==> src/rtl/zls_pkg.sv <==
package zls_pkg;

    localparam int unsigned PC_W   = 16;
    localparam int unsigned ITER_W = 16;

    typedef logic [PC_W-1:0]   pc_t;
    typedef logic [ITER_W-1:0] iter_t;

    // One hardware-loop frame held on the stack.
    typedef struct packed {
        pc_t   head_pc;   // first body address
        pc_t   tail_pc;   // last body address
        iter_t iters;     // passes still to run, 0 stands for 2^ITER_W
        logic  on_cond;   // loop ends on the condition input
    } loop_frame_t;

    // What the PC-update logic chose in a cycle.
    typedef enum logic [2:0] {
        ACT_SEQ    = 3'd0,
        ACT_HOLD   = 3'd1,
        ACT_ENTER  = 3'd2,
        ACT_ARM    = 3'd3,
        ACT_BACK   = 3'd4,
        ACT_EXIT   = 3'd5,
        ACT_FREEZE = 3'd6
    } seq_act_t;

    function automatic pc_t pc_inc(input pc_t p);
        return p + pc_t'(1);
    endfunction

    function automatic logic last_pass(input iter_t n);
        return n == iter_t'(1);
    endfunction

    function automatic iter_t iter_dec(input iter_t n);
        return n - iter_t'(1);
    endfunction

endpackage

==> src/rtl/zls_stack.sv <==
module zls_stack
    import zls_pkg::*;
#(
    parameter int unsigned DEPTH  = 4,
    parameter int unsigned FILL_W = $clog2(DEPTH + 1)
) (
    input  logic              clk,
    input  logic              rst,
    input  logic              push_en,
    input  loop_frame_t       push_frame,
    input  logic              pop_en,
    input  logic              dec_en,
    output logic              top_valid,
    output loop_frame_t       top_frame,
    output logic [FILL_W-1:0] fill,
    output logic              overflow
);

    loop_frame_t slots [DEPTH];
    logic        full;

    assign full      = (fill == FILL_W'(DEPTH));
    assign top_valid = (fill != '0);

    // Frame storage: a push lands above the current top, a decrement hits the top.
    always_ff @(posedge clk) begin
        if (rst) begin
            for (int i = 0; i < DEPTH; i++) begin
                slots[i] <= '0;
            end
        end else begin
            for (int i = 0; i < DEPTH; i++) begin
                if (push_en && !full && fill == FILL_W'(i)) begin
                    slots[i] <= push_frame;
                end else if (dec_en && fill == FILL_W'(i + 1)) begin
                    slots[i].iters <= iter_dec(slots[i].iters);
                end
            end
        end
    end

    always_ff @(posedge clk) begin
        if (rst) begin
            fill <= '0;
        end else if (push_en && !full) begin
            fill <= fill + FILL_W'(1);
        end else if (pop_en && top_valid) begin
            fill <= fill - FILL_W'(1);
        end
    end

    always_ff @(posedge clk) begin
        if (rst) begin
            overflow <= 1'b0;
        end else if (push_en && full) begin
            overflow <= 1'b1;
        end
    end

    // Top-of-stack selection, one comparator per slot.
    logic [DEPTH-1:0] sel;
    for (genvar g = 0; g < DEPTH; g++) begin : g_sel
        assign sel[g] = (fill == FILL_W'(g + 1));
    end

    always_comb begin
        top_frame = '0;
        for (int i = 0; i < DEPTH; i++) begin
            if (sel[i]) begin
                top_frame = slots[i];
            end
        end
    end

endmodule

==> src/rtl/zls_rpt.sv <==
module zls_rpt #(
    parameter int unsigned RPT_W = 8
) (
    input  logic             clk,
    input  logic             rst,
    input  logic             arm_en,
    input  logic [RPT_W-1:0] arm_cnt,
    input  logic             step_en,
    output logic             active,
    output logic             hold
);

    logic [RPT_W-1:0] left_q;

    // left_q counts the executions still to come, the current one included.
    always_ff @(posedge clk) begin
        if (rst) begin
            active <= 1'b0;
            left_q <= '0;
        end else if (arm_en) begin
            active <= 1'b1;
            left_q <= arm_cnt;
        end else if (step_en && active) begin
            if (left_q == RPT_W'(1)) begin
                active <= 1'b0;
            end else begin
                left_q <= left_q - RPT_W'(1);
            end
        end
    end

    assign hold = active && (left_q != RPT_W'(1));

endmodule

==> src/rtl/zls_next.sv <==
module zls_next
    import zls_pkg::*;
(
    input  logic        stall,
    input  logic        rpt_active,
    input  logic        rpt_hold,
    input  logic        do_req,
    input  logic        rpt_req,
    input  logic        cond,
    input  logic        top_valid,
    input  loop_frame_t top,
    input  pc_t         pc,
    output seq_act_t    act,
    output pc_t         next_pc
);

    logic at_tail;

    assign at_tail = top_valid && (pc == top.tail_pc);

    // Priority: stall, repeat hold, setup, tail check, straight line.
    always_comb begin
        if (stall) begin
            act = ACT_FREEZE;
        end else if (rpt_hold) begin
            act = ACT_HOLD;
        end else if (!rpt_active && do_req) begin
            act = ACT_ENTER;
        end else if (!rpt_active && rpt_req) begin
            act = ACT_ARM;
        end else if (at_tail) begin
            if (top.on_cond) begin
                act = cond ? ACT_EXIT : ACT_BACK;
            end else begin
                act = last_pass(top.iters) ? ACT_EXIT : ACT_BACK;
            end
        end else begin
            act = ACT_SEQ;
        end
    end

    always_comb begin
        unique case (act)
            ACT_FREEZE, ACT_HOLD: next_pc = pc;
            ACT_BACK:             next_pc = top.head_pc;
            default:              next_pc = pc_inc(pc);
        endcase
    end

endmodule

==> src/rtl/zloop_seq.sv <==
module zloop_seq
    import zls_pkg::*;
#(
    parameter int unsigned    DEPTH    = 4,
    parameter int unsigned    RPT_W    = 8,
    parameter logic [PC_W-1:0] RESET_PC = '0
) (
    input  logic              clk,
    input  logic              rst,
    input  logic              stall_i,
    input  logic              do_i,
    input  logic [PC_W-1:0]   do_tail_i,
    input  logic [ITER_W-1:0] do_iters_i,
    input  logic              do_on_cond_i,
    input  logic              rpt_i,
    input  logic [RPT_W-1:0]  rpt_cnt_i,
    input  logic              cond_i,
    output logic [PC_W-1:0]   pc_o,
    output logic [PC_W-1:0]   next_pc_o,
    output logic              irq_hold_o,
    output logic              ovf_o
);

    localparam int unsigned FILL_W = $clog2(DEPTH + 1);

    pc_t               pc_q;
    pc_t               pc_d;
    seq_act_t          act;
    loop_frame_t       new_frame;
    loop_frame_t       top_frame;
    logic              top_valid;
    logic [FILL_W-1:0] stack_fill;
    logic              rpt_active;
    logic              rpt_hold;

    always_comb begin
        new_frame.head_pc = pc_inc(pc_q);
        new_frame.tail_pc = do_tail_i;
        new_frame.iters   = do_iters_i;
        new_frame.on_cond = do_on_cond_i;
    end

    zls_next u_next (
        .stall      (stall_i),
        .rpt_active (rpt_active),
        .rpt_hold   (rpt_hold),
        .do_req     (do_i),
        .rpt_req    (rpt_i),
        .cond       (cond_i),
        .top_valid  (top_valid),
        .top        (top_frame),
        .pc         (pc_q),
        .act        (act),
        .next_pc    (pc_d)
    );

    zls_stack #(
        .DEPTH  (DEPTH),
        .FILL_W (FILL_W)
    ) u_stack (
        .clk        (clk),
        .rst        (rst),
        .push_en    (act == ACT_ENTER),
        .push_frame (new_frame),
        .pop_en     (act == ACT_EXIT),
        .dec_en     ((act == ACT_BACK) && !top_frame.on_cond),
        .top_valid  (top_valid),
        .top_frame  (top_frame),
        .fill       (stack_fill),
        .overflow   (ovf_o)
    );

    zls_rpt #(
        .RPT_W (RPT_W)
    ) u_rpt (
        .clk     (clk),
        .rst     (rst),
        .arm_en  (act == ACT_ARM),
        .arm_cnt (rpt_cnt_i),
        .step_en (!stall_i),
        .active  (rpt_active),
        .hold    (rpt_hold)
    );

    always_ff @(posedge clk) begin
        if (rst) begin
            pc_q <= RESET_PC;
        end else begin
            pc_q <= pc_d;
        end
    end

    assign pc_o       = pc_q;
    assign next_pc_o  = pc_d;
    assign irq_hold_o = rpt_active;

endmodule

==> config.mk <==
export PLATFORM = sky130hd
export DESIGN_NAME = zloop_seq
export DESIGN_NICKNAME = d
export VERILOG_FILES = /design/src/rtl/zls_pkg.sv /design/src/rtl/zls_stack.sv /design/src/rtl/zls_rpt.sv /design/src/rtl/zls_next.sv /design/src/rtl/zloop_seq.sv
export SDC_FILE = /design/constraint.sdc
export NUM_CORES = 1
export LEC_CHECK = 0
export BUFFER_PORTS_ARGS = -buffer_cell sky130_fd_sc_hd__buf_2
export CORE_MARGIN = 2
export CORE_UTILIZATION = 45
export DETAILED_ROUTE_END_ITERATION = 16
export GPL_TIMING_DRIVEN = 1
export PLACE_DENSITY = 0.61
export SLEW_MARGIN = 10
export SYNTH_ARGS = -nofsm -noshare
export SYNTH_HDL_FRONTEND = slang
export SYNTH_SLANG_ARGS = --single-unit
==> constraint.sdc <==
create_clock -name clk -period 14.8 [get_ports clk]
set_clock_uncertainty 0.05 [all_clocks]
set_input_delay 4.44 -clock clk [delete_from_list [all_inputs] [get_ports clk]]
set_output_delay 4.44 -clock clk [all_outputs]
set_load 0.03 [all_outputs]
# Yosys cells after proc, flatten, opt, wreduce, memory -nomap -nowiden
# Memories as Yosys holds them, arrays and structs flattened.
# Cells that the tools add are included.
# W data, S select, Z words.
# word_totals
output_inout_bits	34
reg_bits	29
mem_count	1
ramBits	196
in_bits	47
# memory_table
memory	depth	width	read_ports	rd_ports_with_merged_regs	write_ports	line	text
u_stack.slots	4	49	4	0	4	zls_stack.sv:19	loop_frame_t slots [DEPTH];
# op_classes
reduce_logical	29
bitwise_logic	8
muxes	59
addsub	8
n_eq_ne	15
# op_table
operator	count
$mux W49	8
$mux W16	4
$sub A16 B1 Y16 const B	4
$mux W1	35
$pmux W16 S2	1
$mux W3	8
$mux W8	3
$logic_and A1 B1 Y1	17
$add A16 B1 Y16 const B	1
$eq A16 B1 Y1 const B	1
$eq A16 B16 Y1	1
$eq A3 B2 Y1 const B	4
$eq A3 B3 Y1 const B	4
$eq A8 B1 Y1 const B	1
$ne A8 B1 Y1 const B	1
$or A1 B1 Y1	8
$sub A8 B1 Y8 const B	1
$eq A3 B1 Y1 const B	2
$reduce_bool A2 Y1	3
$logic_not A1 Y1	4
$reduce_and A2 Y1	2
$add A3 B1 Y3 const B	1
$logic_not A3 Y1	1
$reduce_bool A3 Y1	1
other kinds (3)	3

# Logic depth before layout (Yosys ltp)
# Gate-level depths: netlist (run 1).
# depth
ltp_word	21
depth_mapped	18

# Hierarchy
# A second synthesis (run 1) with hierarchy kept.
# unflattened
hier_cells	1252
hier_area_um2	12569.6
# modules_own_cells
mod	instances	cells_per_inst	seq_area_each_um2	area_per_inst_um2
zls_stack	1	950	5965.7	10247.3
zls_next	1	157	0.0	1017.2
zloop_seq	1	81	320.3	759.5
zls_rpt	1	64	180.2	545.5

# Least setup slack after synthesis (run 1)
# No wires, ideal clock.
# synth_path
path_type	input port to output port
from	input do_i
to	output next_pc_o[6]
path_slack_ps	3635
t_arrival_ps	6675
path_stages	10
cell_sequence	nor2_1 > o21bai_1 > a221oi_1 > nand4b_1 > or4_1 > buf_2 > or3_1 > buf_2 > mux2i_1 > or3_1
# synth_between
elab_chain_len	7
word_cells_on_any_way	9
# synth_lines
item	line	text
from (decl)	zloop_seq.sv:11	input logic do_i,
$logic_and A1 B1 Y1 *	zls_next.sv:27	end else if (!rpt_active && do_req) begin
$mux W3 *	zls_next.sv:27	
$mux W3 *	zls_next.sv:25	end else if (rpt_hold) begin
$mux W3 *	zls_next.sv:23	if (stall) begin
$eq A3 B3 Y1 or $eq A3 B1 Y1 (tied branches)	zls_next.sv:43	unique case (act)
$reduce_or A2 Y1	zls_next.sv:43	
$pmux W16 S2 *	zls_next.sv:43	
to (decl)	zloop_seq.sv:19	output logic [PC_W-1:0] next_pc_o,
# Every way passes the cells marked *; elsewhere a longest branch is shown, timed or not.

# Final worst setup path (run 1)
# layout_path
from	input stall_i
to	output next_pc_o[6]
# layout_between
elab_chain_len	4
word_cells_on_any_way	6
# layout_lines
item	line	text
from (decl)	zloop_seq.sv:10	input logic stall_i,
$mux W3 *	zls_next.sv:23	
$eq A3 B3 Y1 or $eq A3 B1 Y1 (tied branches)	zls_next.sv:43	
$reduce_or A2 Y1	zls_next.sv:43	
$pmux W16 S2 *	zls_next.sv:43	
# Marked as above.

==> flow_summary.ini, run 1 <==
[route]
num_vias = 8837
route.detailed.drc = 0
drt.antenna.violating_nets = 0
dr.pass1.iters = 6
wl_per_cell_um = 20.94
drt_iter0_drc = 881
vias_per_cell = 5.799
routed_wl_um = 31910

[global_route]
grt_pass1_wl_um = 49310
antenna_found_initial = 2
grt_max_degree = 43
grt_pass1_vias = 8488
grt_overflow = 0
grt_usage_pct = 22.80

[critical_path]
crit_buf_inv = 2
slowest_delay_ns = 0.97
worst-endpoint-required_ns = 10.31
cp_max_fo = 13
rr_worst_depth = 11
cp_common_cell = buf_2
cp.depth = 9
cp_cell_sequence = buf_2 > o21bai_1 > a221oi_1 > nand4b_1 > or4_1 > o31ai_2 > nor3_1 > or3_1 > buf_2
slowest_stage = o31ai_2
crit_family = simple AND/OR/NAND/NOR gates
critical_path_arrival_ns = 7.54
crit_path_end_kind = primary output
path_class = input pin to primary output
start_kind = input pin

[die]
core_um2 = 25840
rows = 59
ioPinCount = 81
die-height_um = 165.7
die_w_um = 165.7
start_util_pct = 45.54
die_area_um2 = 27460

[finish]
final_cell_mix = edfxtp_1, nor2_1, nand2_1
drive_above_1_share_pct = 16.25
fill_cells = 2329
fin_nets = 1229
multi_input_area_um2 = 4933
seq_area_um2 = 6466
layout_commonest_cell = edfxtp_1
areaGrowthSynthToFinish_pct = 13.23

[logic_synthesis]
ys_dominant_reg_cell = edfxtp_1
synthCells = 1103
synth_area_um2 = 11770
yosys_warnings = 0
yosysSeqAreaShare_pct = 54.95
synth_nets = 1163
synthArstFlopShare_pct = 0
ys_types = 60
synth_seq_cells = 225
synth-edff-count = 196
syn_avg_cell_area_um2 = 10.67

[sta]
timing.final.crit_period_ns = 12.03
worst_hold_slack_ns = 0.4641
tightest_slew_ns = 1.165
fin_setup_tns_ns = 0
finalHoldViolCount = 0
relSlewSlack_pct = 22.36
fin_crit_sh_pct = 81.30
rsz0062_at_grt = false
slew_viol_final = 0
timing.fmax_mhz = 83.11
setup_viol = 0

[pwr]
p_per_area_nw_per_um2 = 113.8
ir_drop_v = 0.00007887
cellLeakagePower_uw = 0.004679

[clock_network]
cts_max_level = 1
holdBufCountCts = 0
tritoncts = done
clk_latency_ns = 0.54
postCtsSetupBuffers = 0
post_cts_resize_count = 0
clk_pin_slew_ns = 0.06
clk_path_buf_depth = 3
root_buffer = clkbuf_16
cts_made_buffers = 27
cts_sinks = 225

[placed_design]
portBuffers = 80
routabilityCongestion = 0.8107
hpwl_um = 20540

[hold_path]
hold_path_depth = 2
hold_path_class = register to register

[job]
drv_cap = 0

[status]
status = complete, no violations
==> registers in the layout, indices dropped and copies added, names as in the netlist <==
signal / cells
pc_o: 16
u_rpt.active: 1
u_rpt.left_q: 8
u_stack.fill: 3
u_stack.overflow: 1
u_stack.slots: 196
==> tightest hold or removal path, stage by stage, from the launching register on <==
cell and delay [ns]:
dfxtp_1 0.36, a21oi_1 0.05, nor2_1 0.07
==> metrics by stage <==
step | utilization (%) | cell area (um^2) | setup slack [ns] | total power, uW | cells
after floorplan | - | 11770 | 3.635 | 814.8 | 1103
after global placement | 48.10 | 12430 | 2.849 | 854.7 | 1475
after detailed placement | 48.10 | 12430 | 2.800 | 856.8 | 1475
after CTS | 51.54 | 13320 | 2.792 | 1524 | 1523
after global routing | 51.57 | 13320 | 2.558 | 1562 | 1524
final | 51.57 | 13320 | 2.768 | 1516 | 1524
==> metal layers <==
| layer | GRT usage (%) | routed length (um) | up-vias |
|---|---|---|---|
| met4 | 6.163 | 673 | 2 |
| met1 | 32.11 | 13990 | 4280 |
| met5 | 0 | 14 | - |
| li1 | - | - | 4158 |
| met2 | 36.48 | 14910 | 347 |
| met3 | 4.110 | 2324 | 50 |
==> synth_stat cells (4+ instances only) <==
master / number / share of area [%]
nand4_4: 4 / 0.72
or4_1: 7 / 0.45
buf_2: 7 / 0.30
ha_1: 13 / 1.4
xnor2_1: 49 / 3.6
nand3_1: 22 / 0.94
buf_6: 9 / 0.86
o221ai_1: 6 / 0.45
a21oi_1: 27 / 1.1
a221o_1: 4 / 0.34
a221oi_1: 25 / 1.9
clkbuf_1: 37 / 1.2
o21ai_2: 30 / 2.2
nand2b_1: 8 / 0.43
nor4_1: 18 / 0.96
a211oi_1: 8 / 0.51
buf_4: 5 / 0.32
nor2_1: 140 / 4.5
a221oi_2: 5 / 0.64
or3_1: 23 / 1.2
a31oi_1: 4 / 0.21
and3_1: 5 / 0.27
xor2_1: 28 / 2.1
nand2_1: 118 / 3.8
and2_1: 81 / 4.3
nor3_1: 39 / 1.7
edfxtp_1: 196 / 50
dfxtp_1: 29 / 4.9
nor2b_1: 6 / 0.32
inv_1: 23 / 0.73
o21ai_1: 15 / 0.64
nand4_1: 12 / 0.64
o21ai_0: 48 / 2.0
a22o_1: 17 / 1.3
==> cell families after synthesis <==
logic type,synth area share (%)
DFF,54.95
muxes,0.3509
buffers and inverters,3.456
AOI/OAI and AO/OA,13.10
xor gates and xnor gates,5.731
and+or+nand+nor,21.03
adders and majority gates,1.382
==> report_power, final <==
part / switching [uW] / total, uW / internal, uW
clock: 269 / 672 / 402
sequential: 17.7 / 735 / 718
combinational: 74.5 / 109 / 35.0
==> worst paths after layout <==
check / start / endpoint / slack [ns]
max: stall_i / next_pc_o[6] / 2.77
min: u_stack.overflow / u_stack.overflow / 0.46
max reg2reg: u_stack.fill[1] / u_stack.slots[0][14] / 9.78
min reg2reg: u_stack.overflow / u_stack.overflow / 0.46
==> layout make-up <==
type                       count  share of cell area (%)
antenna                        1                 0.01878
clock buffer                  29                   5.127
clock inverter                19                   1.540
inverter                      23                  0.6479
multi-input combinational    795                   37.03
sequential                   225                   48.53
tap                          335                   3.146
timing repair buffer          97                   3.963
Power figures use the tool's default switching activity.
==> run 2: changes to the inputs <==
==> constraint.sdc (replaced) <==
create_clock -name clk -period 11.7 [get_ports clk]
set_clock_uncertainty 0.05 [all_clocks]
set_input_delay 3.51 -clock clk [delete_from_list [all_inputs] [get_ports clk]]
set_output_delay 3.51 -clock clk [all_outputs]
set_load 0.03 [all_outputs]
==> run 2 against run 1 <==
Design area fell by 0.36%. Critical path depth did not move. Final cell count fell by 0.20%. Hold slack barely moved. Register-to-register slack got worse by 3.2 ns. Die area did not move. First-iteration DRC count fell by 24%. Clock-buffer cell count rose by 5. Non-clock buffer count rose by 1. Sequential share of layout area rose by 0.17 points.
==> flow_summary.ini, run 2 (same netlist as run 1, synthesis figures left out) <==
[critical_path]
worst-endpoint-required_ns = 8.14
slowest_delay_ns = 0.73
rr_worst_depth = 12
crit_end = next_pc_o[6]
cp_max_fo = 17
setup.worst_path.start = stall_i
cp_cell_sequence = buf_2 > o21bai_1 > a221oi_1 > nand4b_1 > or4_1 > or3_1 > mux2i_1 > or3_1 > buf_2
r2r_start = u_stack.fill[0]
crit_path_end_kind = primary output
r2r_setup_slack_ns = 6.55
path_class = input pin to primary output
crit_family = simple AND/OR/NAND/NOR gates
slowest_stage = or3_1
critical_path_arrival_ns = 6.47
crit_buf_inv = 2
start_kind = input pin
cp.depth = 9
r2r-end = u_stack.slots[0][8]

[pwr]
ir_drop_v = 0.0001115
p_per_area_nw_per_um2 = 142.0
cellLeakagePower_uw = 0.004661

[global_route]
grt_pass1_vias = 8443
antenna_found_initial = 2
grt_pass1_wl_um = 49000
grt_max_degree = 43
grt_usage_pct = 22.59
grt_overflow = 0

[die]
die_w_um = 165.7
start_util_pct = 45.54
core_um2 = 25840
rows = 59
die_area_um2 = 27460
die-height_um = 165.7
ioPinCount = 81

[route]
drt_iter0_drc = 669
num_vias = 8690
route.detailed.drc = 0
dr.pass1.iters = 5
drt.antenna.violating_nets = 0
routed_wl_um = 31590
vias_per_cell = 5.713
wl_per_cell_um = 20.77

[clock_network]
root_buffer = clkbuf_16
clk_latency_ns = 0.55
cts_sinks = 225
cts_max_level = 1
clk_path_buf_depth = 3
post_cts_resize_count = 0
tritoncts = done
cts_made_buffers = 26
clk_pin_slew_ns = 0.06
holdBufCountCts = 0
postCtsSetupBuffers = 0

[sta]
fin_crit_sh_pct = 85.69
slew_viol_final = 0
timing.final.crit_period_ns = 10.03
finalHoldViolCount = 0
setup_viol = 0
timing.fmax_mhz = 99.74
rsz0062_at_grt = false
relSlewSlack_pct = 23.96
fin_setup_tns_ns = 0
tightest_slew_ns = 1.134

[finish]
layout_commonest_cell = edfxtp_1
diodes = 0
finalInstanceArea_um2 = 13280
fin_nets = 1229
fin_cells = 1521
fill_cells = 2327
seq_area_um2 = 6466
areaGrowthSynthToFinish_pct = 12.82
multi_input_area_um2 = 4927
drive_above_1_share_pct = 15.85
regMostFlops = u_stack.slots
largest_register_ffs = 196
final_cell_mix = edfxtp_1, nor2_1, nand2_1

[job]
drv_cap = 0

[placed_design]
routabilityCongestion = 0.7978
hpwl_um = 20480
portBuffers = 80
placed_area_um2 = 12430
dp.cells = 1476

[hold_path]
hold_path_class = register to register

[status]
status = complete, no violations
[run 2: cell count changes in the layout (fill, tap and decap cells not counted), moves of 2 or more]
cell / previous run / this run
clkinv_1: 7 / 4
clkinv_4: 2 / 0
clkbuf_1: 2 / 8
clkinvlp_4: 3 / 0
[run 2: area by class of cell]
type,count,share of cell area (%)
Tap cell,335,3.157
Sequential cell,225,48.70
Inverter,23,0.6503
Multi-Input combinational cell,795,37.11
Timing Repair Buffer,98,4.034
Clock buffer,34,5.127
Clock inverter,11,1.216
[run 2: worst min-delay path by stage]
| stage | slack (ns) | start | endpoint | cells after the start |
|---|---|---|---|---|
| floorplan | 0.49 | u_stack.fill[0] | u_stack.fill[0] | 2 |
| global placement | 0.43 | u_stack.overflow | u_stack.overflow | 2 |
| detailed placement | 0.43 | u_stack.overflow | u_stack.overflow | 2 |
| CTS | 0.45 | u_stack.overflow | u_stack.overflow | 2 |
| global route | 0.48 | u_stack.overflow | u_stack.overflow | 2 |
| finish | 0.46 | u_stack.overflow | u_stack.overflow | 2 |
[run 2: metrics by stage]
| stage | util [%] | hold WS, ns | total power [uW] | setup WS [ns] |
|---|---|---|---|---|
| after floorplan | - | 0.4882 | 1031 | 2.395 |
| after global placement | 48.13 | 0.4292 | 1083 | 1.757 |
| after detailed placement | 48.13 | 0.4327 | 1085 | 1.732 |
| after CTS | 51.39 | 0.4479 | 1899 | 1.719 |
| after global routing | 51.39 | 0.4751 | 1947 | 1.566 |
| final | 51.39 | 0.4644 | 1885 | 1.674 |
[run 2: tightest hold or removal path: cells and delay by family (launching register included)]
kind               cells  cell delay [ns]
DFF                    1             0.36
AOI/OAI and AO/OA      1             0.05
and+or+nand+nor        1             0.07
[run 2: where the power goes]
| group | leakage [uW] | switching, uW | internal (uW) |
|---|---|---|---|
| Combinational | 0.00198 | 93.8 | 44.9 |
| Clock | 0.000407 | 322 | 495 |
| Sequential | 0.00227 | 22.0 | 908 |
| Total | 0.00466 | 437 | 1450 |
[run 2: metal layers]
layer / global-route usage (%) / wire length [um]
met1: 32.64 / 14280
met3: 2.605 / 1762
met4: 5.369 / 586
met2: 36.69 / 14960
met5: 0 / 7
